`src/rtl/dq_pkg.sv`:
```
package dq_pkg;

  // width of the per-side sum of PHASES counters of cw bits each
  function automatic int sum_width(input int cw, input int phases);
    return cw + $clog2(phases);
  endfunction

endpackage

```
`src/rtl/dq_sync_edge.sv`:
```
module dq_sync_edge #(
  parameter int STAGES = 2
) (
  input  logic clk,
  input  logic rst_n,
  input  logic din,
  output logic rise
);

  logic [STAGES-1:0] chain_q, chain_d;
  logic              last_q, last_d;

  always_comb begin
    chain_d = {chain_q[STAGES-2:0], din};
    last_d  = chain_q[STAGES-1];
  end

  always_ff @(posedge clk or negedge rst_n) begin
    if (!rst_n) begin
      chain_q <= '0;
      last_q  <= 1'b0;
    end else begin
      chain_q <= chain_d;
      last_q  <= last_d;
    end
  end

  assign rise = chain_q[STAGES-1] & ~last_q;

endmodule

```
`src/rtl/dq_window.sv`:
```
module dq_window #(
  parameter int SAMPLE_CYCLES = 10000,
  parameter int GUARD_CYCLES  = 64
) (
  input  logic clk,
  input  logic rst_n,
  input  logic tick,
  output logic cnt_en,
  output logic frozen
);

  localparam int OPEN_CYCLES = SAMPLE_CYCLES - GUARD_CYCLES;
  localparam int EW          = $clog2(OPEN_CYCLES + 1);
  localparam logic [EW-1:0] OPEN_V = EW'(OPEN_CYCLES);

  logic [EW-1:0] elapsed_q, elapsed_d;

  always_comb begin
    elapsed_d = elapsed_q;
    if (tick)
      elapsed_d = '0;
    else if (elapsed_q < OPEN_V)
      elapsed_d = elapsed_q + 1'b1;
  end

  always_ff @(posedge clk or negedge rst_n) begin
    if (!rst_n) elapsed_q <= '0;
    else        elapsed_q <= elapsed_d;
  end

  assign cnt_en = (elapsed_q < OPEN_V);
  assign frozen = (elapsed_q == OPEN_V);

endmodule

```
`src/rtl/dq_phase_counter.sv`:
```
module dq_phase_counter #(
  parameter int CW = 11
) (
  input  logic          clk,
  input  logic          rst_n,
  input  logic          rise,
  input  logic          cnt_en,
  input  logic          clr,
  input  logic          frozen,
  output logic [CW-1:0] live,
  output logic [CW-1:0] pick
);

  localparam logic [CW-1:0] MAX_V = '1;

  logic [CW-1:0] cnt_q, cnt_d;
  logic [CW-1:0] early_q, early_d;
  logic [CW-1:0] late_q, late_d;
  logic          sel_q, sel_d;

  always_comb begin
    cnt_d   = cnt_q;
    early_d = early_q;
    late_d  = late_q;
    sel_d   = sel_q;
    if (clr)
      cnt_d = '0;
    else if (cnt_en && rise && (cnt_q != MAX_V))
      cnt_d = cnt_q + 1'b1;
    if (frozen)
      early_d = cnt_q;
    if (clr) begin
      late_d = cnt_q;
      sel_d  = frozen;
    end
  end

  always_ff @(posedge clk or negedge rst_n) begin
    if (!rst_n) begin
      cnt_q   <= '0;
      early_q <= '0;
      late_q  <= '0;
      sel_q   <= 1'b0;
    end else begin
      cnt_q   <= cnt_d;
      early_q <= early_d;
      late_q  <= late_d;
      sel_q   <= sel_d;
    end
  end

  assign live = cnt_q;
  assign pick = sel_q ? early_q : late_q;

endmodule

```
`src/rtl/osc_diff_quantizer.sv`:
```
module osc_diff_quantizer #(
  parameter int COUNT_W       = 11,
  parameter int PHASES        = 1,
  parameter int SAMPLE_CYCLES = 10000,
  parameter int GUARD_CYCLES  = 64,
  parameter int SYNC_STAGES   = 2
) (
  input  logic                                  clk,
  input  logic                                  rst_n,
  input  logic [PHASES-1:0]                     osc_pos,
  input  logic [PHASES-1:0]                     osc_neg,
  input  logic                                  smp_clk,
  output logic signed [COUNT_W+$clog2(PHASES):0] result,
  output logic                                  result_valid
);

  localparam int SW = dq_pkg::sum_width(COUNT_W, PHASES);
  localparam int RW = SW + 1;

  logic [1:0] rst_sync_q;
  logic       rst_q;

  always_ff @(posedge clk or negedge rst_n) begin
    if (!rst_n) rst_sync_q <= '0;
    else        rst_sync_q <= {rst_sync_q[0], 1'b1};
  end
  assign rst_q = rst_sync_q[1];

  logic smp_tick, cnt_en, frozen;

  dq_sync_edge #(.STAGES(SYNC_STAGES)) u_smp_sync (
    .clk(clk), .rst_n(rst_q), .din(smp_clk), .rise(smp_tick)
  );

  dq_window #(.SAMPLE_CYCLES(SAMPLE_CYCLES), .GUARD_CYCLES(GUARD_CYCLES)) u_window (
    .clk(clk), .rst_n(rst_q), .tick(smp_tick), .cnt_en(cnt_en), .frozen(frozen)
  );

  logic [PHASES-1:0]              rise_p, rise_n;
  logic [PHASES-1:0][COUNT_W-1:0] cnt_p, cnt_n, pick_p, pick_n;

  for (genvar g = 0; g < PHASES; g++) begin : g_phase
    dq_sync_edge #(.STAGES(SYNC_STAGES)) u_sync_p (
      .clk(clk), .rst_n(rst_q), .din(osc_pos[g]), .rise(rise_p[g])
    );
    dq_sync_edge #(.STAGES(SYNC_STAGES)) u_sync_n (
      .clk(clk), .rst_n(rst_q), .din(osc_neg[g]), .rise(rise_n[g])
    );
    dq_phase_counter #(.CW(COUNT_W)) u_cnt_p (
      .clk(clk), .rst_n(rst_q), .rise(rise_p[g]), .cnt_en(cnt_en), .clr(smp_tick),
      .frozen(frozen), .live(cnt_p[g]), .pick(pick_p[g])
    );
    dq_phase_counter #(.CW(COUNT_W)) u_cnt_n (
      .clk(clk), .rst_n(rst_q), .rise(rise_n[g]), .cnt_en(cnt_en), .clr(smp_tick),
      .frozen(frozen), .live(cnt_n[g]), .pick(pick_n[g])
    );
  end

  logic [SW-1:0] sum_p, sum_n;

  always_comb begin
    sum_p = '0;
    sum_n = '0;
    for (int i = 0; i < PHASES; i++) begin
      sum_p = sum_p + SW'(pick_p[i]);
      sum_n = sum_n + SW'(pick_n[i]);
    end
  end

  logic                 tick_d_q;
  logic signed [RW-1:0] res_q, res_d;
  logic                 vld_q, vld_d;

  always_comb begin
    res_d = res_q;
    vld_d = tick_d_q;
    if (tick_d_q)
      res_d = $signed({1'b0, sum_p}) - $signed({1'b0, sum_n});
  end

  always_ff @(posedge clk or negedge rst_q) begin
    if (!rst_q) begin
      tick_d_q <= 1'b0;
      res_q    <= '0;
      vld_q    <= 1'b0;
    end else begin
      tick_d_q <= smp_tick;
      res_q    <= res_d;
      vld_q    <= vld_d;
    end
  end

  assign result       = res_q;
  assign result_valid = vld_q;

endmodule

```
`config.mk`:
```
export PLATFORM = sky130hd
export DESIGN_NAME = osc_diff_quantizer
export DESIGN_NICKNAME = d
export VERILOG_FILES = /design/src/rtl/dq_pkg.sv /design/src/rtl/dq_sync_edge.sv /design/src/rtl/dq_window.sv /design/src/rtl/dq_phase_counter.sv /design/src/rtl/osc_diff_quantizer.sv
export SDC_FILE = /design/constraint.sdc
export NUM_CORES = 1
export LEC_CHECK = 0
export BUFFER_PORTS_ARGS = -buffer_cell sky130_fd_sc_hd__buf_2
export CORE_MARGIN = 3
export CORE_UTILIZATION = 50
export CTS_CLUSTER_DIAMETER = 80
export DETAILED_ROUTE_END_ITERATION = 10
export PLACE_DENSITY = 0.77
export SKIP_LAST_GASP = 1
export SYNTH_ARGS = -nofsm -noshare
export SYNTH_HDL_FRONTEND = slang
export SYNTH_HIERARCHICAL = 1
export SYNTH_SLANG_ARGS = --single-unit
```
`constraint.sdc`:
```
create_clock -name clk -period 8.04 [get_ports clk]
set_input_delay 0.402 -clock clk [delete_from_list [all_inputs] [get_ports clk]]
set_output_delay 0.402 -clock clk [all_outputs]
set_load 0.01 [all_outputs]
```
Word level (Yosys, flattened, before mapping):

Cells that the tools add are included.

* bitwise logic cells: 6
* magnitude comparators: 1
* muxes and demuxes: 8
* eq/ne operators: 3
* reduce and logical (&&, ||, !) cells: 7
* $add $sub $neg: 4

Operators with widths (number)
* $mux 11: 6
* $mux 14: 2
* $add 11x1->11 const B: 2
* $ne 11x11->1 const B: 2
* $add 14x1->14 const B: 1
* $eq 14x14->1 const B: 1
* $lt 14x14->1 const B: 1
* $sub 11x11->12: 1
* $reduce_bool 2->1: 3
* $logic_and 1x1->1: 4
* $and 1x1->1: 3
* $not 1->1: 3

* register bits: 106

Logic depth before layout (Yosys ltp):

Gate-level depths: netlist of run 1.

* word-level depth: 6
* gate-level depth with buffers: 10
* mapped depth without buffers: 9

By module:

The synthesis of run 1 kept the hierarchy.

By module, submodules not included
* dq_phase_counter at g_phase[0].u_cnt_n: times used 1, cells each 124, sequential area each 850.8 um2, area an instance 1605.3 um2
* dq_phase_counter at g_phase[0].u_cnt_p: times used 1, cells each 119, sequential area each 850.8 um2, area an instance 1602.8 um2
* osc_diff_quantizer: times used 1, cells each 116, sequential area each 400.4 um2, area an instance 1097.3 um2
* dq_window: times used 1, cells each 95, sequential area each 350.3 um2, area an instance 892.1 um2
* dq_sync_edge: times used 3, cells each 4, sequential area each 75.1 um2, area an instance 88.8 um2

Worst setup path after synthesis of run 1:

Ideal clock, no wire load.

* kind: reg-to-reg
* from: register u_window.elapsed_q[12]
* to: register g_phase[0].u_cnt_n.cnt_q[7]
* period minus slack after synthesis: 2529 ps
* library setup time: 125 ps
* slack: 5511 ps
* required time: 7915 ps
* stages on the path, launching flop included: 9
* data arrival time: 2404 ps
* buffers on the path: 2
* path through: dfrtp_1 or2_4 o21a_4 buf_6 nor2_1 o311ai_4 buf_6 nor4_2 mux2_4

* word-level cells in the longest chain between the ends: 4

Ends and longest elaborated chain
* start, declared: line dq_window.sv:16 `logic [EW-1:0] elapsed_q, elapsed_d;`
* start signal, assigned: line dq_window.sv:28 `else elapsed_q <= elapsed_d;`
* $lt 14x14->1: line dq_window.sv:31 `assign cnt_en = (elapsed_q < OPEN_V);`
* named net cnt_en: line osc_diff_quantizer.sv:29 `logic smp_tick, cnt_en, frozen;`
* $logic_and 1x1->1 (2 in series): line dq_phase_counter.sv:28 `else if (cnt_en && rise && (cnt_q != MAX_V))`
* $reduce_bool 2->1 (no line)
* end signal, assigned: line dq_phase_counter.sv:45 `cnt_q <= cnt_d;`
* end, declared: line dq_phase_counter.sv:16 `logic [CW-1:0] cnt_q, cnt_d;`

The timed path passes the listed nets, and every way through them passes these cells.
A chain may end at the register's enable or synchronous reset.

Final worst setup path of run 1:

Same ends and word-level chain as after synthesis.

==> metrics, run 1 <==
crit path kind=reg -> reg; data arrival time of the worst path=between 3 and 4 ns; Max Cap Viol=0; CTS buffer count=9; total track usage=between 10% and 20%; Critical Path Sink=g_phase[0].u_cnt_n/live[7]$_DFFE_PN0P_; #FFs+latches synth=approximately 110; largest family of logic cells by synthesized area=multiplexers; status=complete, no violations; Antenna Nets Post-Route=0; GRT met3 Usage=under 10%; Leak=2.67 nW; Via density=5.77; Synth Instances=about 470; final hold vios=0; htree depth=3; Post-Synth Adder-Cell Area=3.80%; DRT iter0 DRCs=about 200; Avg Inst Size Synth=~12 um^2; number of global-route vias before repair=approximately 3600; Critical R2R Launch=u_window/elapsed_q[12]$_DFFE_PN0P_; Port Buffers=17; DRC Markers=0; sequential share of the synthesized area=roughly 50%; clk_skew=~0.012 ns; first-pass GRT wire length=between 15 and 20 mm; VDD IR max=around 0.12 mV; share of post-route cells with drive strength above 1=a little over a quarter; wire per inst=roughly 16 um; Critical Path End Type=register; critical path data required time=between 8 and 9 ns; Nets=501; Startpoint Class=register; clock tree buffer depth=2; Main synth FF type=dfrtp_1; FF-to-FF path depth=6; XOR/XNOR Fraction of Synth Area=~1.8%; hold depth=1; RSZ-0062 raised after global routing=false; Final Setup Violations=0; postcts setup bufs=0; DR vias=about 3600; Compound-Gate Fraction of Synth Area=~11%; Synth Net Count=roughly 490; Pwr Density=around 200 nW/um^2; ys async rst share=100%; num ports=18; Distinct cells, synth=67; Skew-Pair Late Insertion Delay=0.37 ns; ant diodes=0; largest net degree at the start of global routing=68; Area growth syn-to-layout=6.76%; dpl hpwl=between 6 and 7 mm; Final Cycle Share=34.5%; 1st-pass router iterations=4; flop2flop setup slack=approximately 5.3 ns; CTS clk-pin slew, worst paths=about 0.090 ns; CTS sink cnt=around 110; Synth Area in Simple Gates=15.2%; met2 GRT Util=approximately 28%; clk root buf=clkbuf_8; worst-margin pin slew=1.09 ns; Final Critical Period=~2.8 ns; Worst Setup SP=u_window/elapsed_q[12]$_DFFE_PN0P_; Slew Limit Fails=0; placed cells=~600; Die X=~110 um; grt met1 use=between 20 and 25%; fin cells=around 620; Most Crowded Layer GR=met2; post-synthesis instance area=approximately 5500 um^2; worst r2r dst=g_phase[0].u_cnt_n/live[7]$_DFFE_PN0P_; drt total wl=between 9 and 10 mm; Core Box Area=approximately 10000 um^2; Post-synth EDFFs=0; Initial Util=52.2%; Hold Path Class=in -> reg; CTS tree=yes; Synth warnings=6; Die Ht=roughly 110 um; Fmax=between 0.3 and 0.4 GHz; grt ovf=0; Setup TNS Final=0 ns; multiplexer share of the synthesized area=16.1%; # rows=37; Crit Path Max Fanout=17; die area=around 12000 um^2; max_slew headroom=between 20% and 30%; initial antenna violation count=0; routability cong.=slightly below 0.9
power breakdown:
part,switching [mW],internal [mW]
Combinational,0.123,0.120
Clock,0.182,0.113
Sequential,0.0449,0.588
cell families after synthesis:
kind of cell,after synthesis
other,1
and+or+nand+nor,138
AOI/OAI and AO/OA,80
buffers and inverters,35
adders and majority gates,16
muxes,78
xor gates and xnor gates,11
DFF,107
metal layers:
layer | routed length (um) | vias up
met1 | 4680 | 1790
met2 | 4750 | 60
met5 | 0 | -
met3 | 329 | 7
met4 | 110 | 0
li1 | - | 1729
layout by cell type (no fill, tap or decap), drive strengths merged, types with 2 or more instances in the layout:
cell      instances
mux2i             3
and4              5
a21o              3
nand3            16
buf              19
nor4              5
nand2b            2
clkinv            2
o21a              6
nor2b            10
mux2             75
nor3              7
dfrtp           107
a31o              2
nand2            24
ha               15
o31ai            10
a21oi            20
nor2             31
xnor2             4
nand4             7
xor2              7
clkbuf           10
and3              8
a211oi            5
a31oi             2
o31a              3
or4b              2
or2               2
o21ai            15
or4               8
inv              19
o311ai            5
or3               7
clkinvlp          3
worst max-delay path: stages (launching register included):
cell	delay [ns]
dfrtp_1	0.41
or2_4	0.29
o21a_4	0.28
nor2_1	0.65
o311ai_4	0.35
nor4_2	0.35
mux2_4	0.33
layout make-up:
cell class | count | area (um^2)
inverter | 18 | 67.6
timing repair buffer | 20 | 110
sequential | 107 | 2680
clock inverter | 6 | 41.3
clock buffer | 10 | 128
fill | 874 | 4630
multi-input combinational | 324 | 2640
tap | 136 | 170
sequential cells by signal (all words and copies together) (netlist names):
register,cells
g_phase.u_sync_n/last_q,1
g_phase.u_cnt_p/live,11
g_phase.u_cnt_n/late_q,11
g_phase.u_cnt_p/sel_q,1
g_phase.u_cnt_p/late_q,11
g_phase.u_cnt_n/sel_q,1
tick_d_q,1
u_smp_sync/last_q,1
result_valid,1
g_phase.u_cnt_n/live,11
g_phase.u_sync_p/chain_q,2
rst_sync_q,2
g_phase.u_sync_n/chain_q,2
g_phase.u_cnt_p/early_q,11
g_phase.u_cnt_n/early_q,11
u_smp_sync/chain_q,2
result,12
u_window/elapsed_q,14
g_phase.u_sync_p/last_q,1
synth_stat cells (all sizes together) (2+ instances only):
cell type | count | area, um^2
dfrtp | 107 | 2680
mux2 | 75 | 852
nor2 | 31 | 116
nand2 | 24 | 90.1
a21oi | 20 | 100
inv | 18 | 67.6
nand3 | 16 | 90.1
ha | 15 | 188
o21ai | 15 | 75.1
nor2b | 10 | 92.6
o31ai | 10 | 75.1
buf | 9 | 53.8
and3 | 8 | 55.1
clkbuf | 8 | 30.0
or4 | 8 | 63.8
nand4 | 7 | 65.1
nor3 | 7 | 35.0
or3 | 7 | 45.1
xor2 | 7 | 61.3
o21a | 6 | 52.6
a211oi | 5 | 37.5
and4 | 5 | 43.8
nor4 | 5 | 52.6
o311ai | 5 | 104
xnor2 | 4 | 35.0
a21o | 3 | 22.5
mux2i | 3 | 30.0
o31a | 3 | 26.3
a31o | 2 | 17.5
a31oi | 2 | 12.5
nand2b | 2 | 12.5
or2 | 2 | 15.0
or4b | 2 | 20.0
through the flow:
stage / hold WS, ns / utilization [%] / worst slack (ns) / power [mW] / area [um^2]
4_1_cts: 0.119 / 55.8 / 5.26 / 1.18 / 5830
3_3_place_gp: 0.187 / 54.0 / 5.35 / 0.876 / 5650
2_1_floorplan: 0.106 / - / 4.84 / 0.814 / 5460
3_5_place_dp: 0.189 / 54.0 / 5.28 / 0.889 / 5650
6_report: 0.138 / 55.8 / 5.26 / 1.17 / 5830
5_1_grt: 0.109 / 55.8 / 5.09 / 1.24 / 5830
timing repair:
| item | in CTS | in global routing |
|---|---|---|
| resized for setup | 0 | 0 |
| endpoints found under the setup margin | 0 | 0 |
| hold buffers | 1 | 0 |
| endpoints found under the hold margin | 2 | 0 |
worst min path at each step:
stage	startpoint	endpoint	slack [ns]
CTS	osc_neg	g_phase[0].u_sync_n/chain_q[0]$_DFF_PN0_	0.12
global placement	rst_n	rst_sync_q[0]$_DFF_PN0_	0.19
floorplan	rst_n	rst_sync_q[0]$_DFF_PN0_	0.11
detailed placement	rst_n	rst_sync_q[0]$_DFF_PN0_	0.19
global route	osc_neg	g_phase[0].u_sync_n/chain_q[0]$_DFF_PN0_	0.11
finish	osc_pos	g_phase[0].u_sync_p/chain_q[0]$_DFF_PN0_	0.14
Note: power is estimated with default switching activity, not from simulation.
==> run 2: changes to the inputs <==
Clock period 8.04 ns to 2.7 ns, I/O delays scaled along.
==> metrics, run 2 (synthesized netlist as in run 1, its figures left out) <==
status=complete, no violations (unchanged); Critical Path End Type=register (unchanged); # rows=37 (unchanged); fillers=883 (was 874); DRC Markers=0 (unchanged); Slew Limit Fails=0 (unchanged); Startpoint Class=register (unchanged); routed wl met2=5.05 mm (was 4.75 mm); wire per inst=16.2 um (was 15.9 um); ant diodes=0 (unchanged); Die X=111 um (unchanged); worst-margin pin slew=0.616 ns (was 1.09 ns); grt ovf=0 (unchanged); Setup TNS Final=0 ns (unchanged); CTS tree=yes (unchanged); Core Box Area=10500 um^2 (unchanged); dpl hpwl=7.08 mm (was 6.68 mm); Area growth syn-to-layout=9.41% (was 6.76%); Placed Area=5720 um^2 (was 5650 um^2); Die Ht=111 um (unchanged); DRT iter0 DRCs=169 (was 202); DR top layer=met4 (unchanged); Final Setup Violations=0 (unchanged); Final Critical Period=2.54 ns (was 2.78 ns); Nets=510 (was 501); CTS buffer count=9 (unchanged); 1st-pass router iterations=4 (unchanged); met3 WL post-DR=313 um (was 329 um); Pwr Density=614 nW/um^2 (was 201 nW/um^2); max_slew headroom=58.6% (was 27.6%); Max Cap Viol=0 (unchanged); crit path kind=reg -> reg (unchanged); most frequent cells in the layout=dfrtp_1, mux2_2, nor2_1 (unchanged); Hold Path Class=in -> async (was in -> reg); Fin Hold WS=0.0783 ns (was 0.138 ns); routability cong.=0.831 (was 0.881); CTS clk-pin slew, worst paths=0.10 ns (was 0.09 ns); drt total wl=10.2 mm (was 9.86 mm); final instance area=5980 um^2 (was 5830 um^2); Antenna Nets Post-Route=0 (unchanged); data arrival time of the worst path=2.84 ns (was 3.03 ns); share of post-route cells with drive strength above 1=28.0% (was 27.0%); final worst slack=0.163 ns (was 5.26 ns); FF/Latch Area=2680 um^2 (about the same); Largest register FFs=14 (unchanged); Fmax=0.394 GHz (was 0.360 GHz); die area=12200 um^2 (unchanged); clock tree buffer depth=2 (unchanged); Port Buffers=17 (unchanged); Initial Util=52.2% (unchanged); initial antenna violation count=0 (unchanged); RSZ-0062 raised after global routing=false (unchanged); Final Cycle Share=94.0% (was 34.5%); Leak=2.74 nW (was 2.67 nW); Via density=5.90 (was 5.77); clk root buf=clkbuf_8 (unchanged); Skew-Pair Late Insertion Delay=0.36 ns (was 0.37 ns); number of global-route vias before repair=3751 (was 3643); Place WS=0.0495 ns (was 5.28 ns); CTS sink cnt=107 (unchanged); Biggest register=u_window/elapsed_q (unchanged); final hold vios=0 (unchanged); Crit Path Max Fanout=10 (was 17); critical path data required time=3.00 ns (was 8.29 ns); clk_skew=0.0134 ns (was 0.0115 ns); largest net degree at the start of global routing=50 (was 68); htree depth=3 (unchanged); most common cell after layout, fill and taps aside=dfrtp_1 (unchanged); DR vias=3713 (was 3586); num ports=18 (unchanged); total track usage=17.2% (was 16.7%); first-pass GRT wire length=17.6 mm (was 17.1 mm); metal1 wirelength=4.70 mm (was 4.68 mm); area of the multi-input gates=2640 um^2 (unchanged); VDD IR max=0.342 mV (was 0.116 mV)
==> run 2: cell types whose count changed in the layout (fill, tap and decap cells not counted) <==
cell,change
buf_12,+2
buf_4,+4
bufinv_16,+2
clkbuf_1,-1
clkinv_2,-1
clkinvlp_4,-1
dfrtp_1,-1
dfrtp_2,+1
dlygate4sd3_1,+3
==> run 2: power by group <==
part / switching [mW] / total, mW / internal, mW
combinational: 0.368 / 0.733 / 0.366
sequential: 0.135 / 1.89 / 1.75
clock: 0.531 / 1.05 / 0.519
==> run 2: layer usage <==
layer	global-route usage, %	vias to the layer above
met2	28.8	75
met4	5.09	0
met5	0	-
met3	3.29	8
li1	-	1743
met1	22.6	1887
==> run 2: timing repair <==
| action | 4_1_cts | 5_1_grt |
|---|---|---|
| hold buffers | 4 | 0 |
| resized for setup | 0 | 1 |
| hold endpoints to repair | 5 | 0 |
| setup endpoints to repair | 0 | 3 |
| buffers inserted | 0 | 0 |
==> run 2: final timing paths <==
check	from	end	slack [ns]	depth (start not counted)
min in group clk	g_phase[0].u_sync_n/chain_q[0]$_DFF_PN0_	g_phase[0].u_sync_n/chain_q[1]$_DFF_PN0_	0.36	0
worst min register to register	rst_sync_q[1]$_DFF_PN0_	u_window/elapsed_q[1]$_DFFE_PN0P_	0.33	0
worst min-delay path	rst_n	rst_sync_q[1]$_DFF_PN0_	0.08	2
worst max-delay path	g_phase[0].u_cnt_n/sel_q$_DFFE_PN0P_	result[10]$_DFFE_PN0P_	0.16	9
max in group asynchronous	rst_sync_q[1]$_DFF_PN0_	g_phase[0].u_cnt_p/live[6]$_DFFE_PN0P_	1.52	1
worst max register to register	g_phase[0].u_cnt_n/sel_q$_DFFE_PN0P_	result[10]$_DFFE_PN0P_	0.16	9
==> run 2: layout make-up <==
cell class,instances,area share [%]
repair buffers,29,3.52
flip-flops and latches,107,44.9
inverters,18,1.13
well taps,136,2.85
multi-input cells,324,44.1
clock buffers,9,2.07
clock inverters,6,1.49
==> run 2: metrics by stage <==
step                      utilization [%]  power, mW  instances
after floorplan                         -       2.42        466
after global placement               54.7       2.61        610
after detailed placement             54.7       2.65        610
after CTS                            57.1       3.70        629
after global routing                 57.1       3.87        629
final                                57.1       3.67        629
==> run 2: worst max-delay path, stage by stage (launching register included) <==
cell and delay (ns):
dfrtp_1 0.40, buf_4 0.21, mux2_2 0.35, inv_1 0.09, ha_1 0.29, nor2b_4 0.15
o31a_1 0.30, o21ai_1 0.14, or4b_1 0.47, nand3_1 0.10
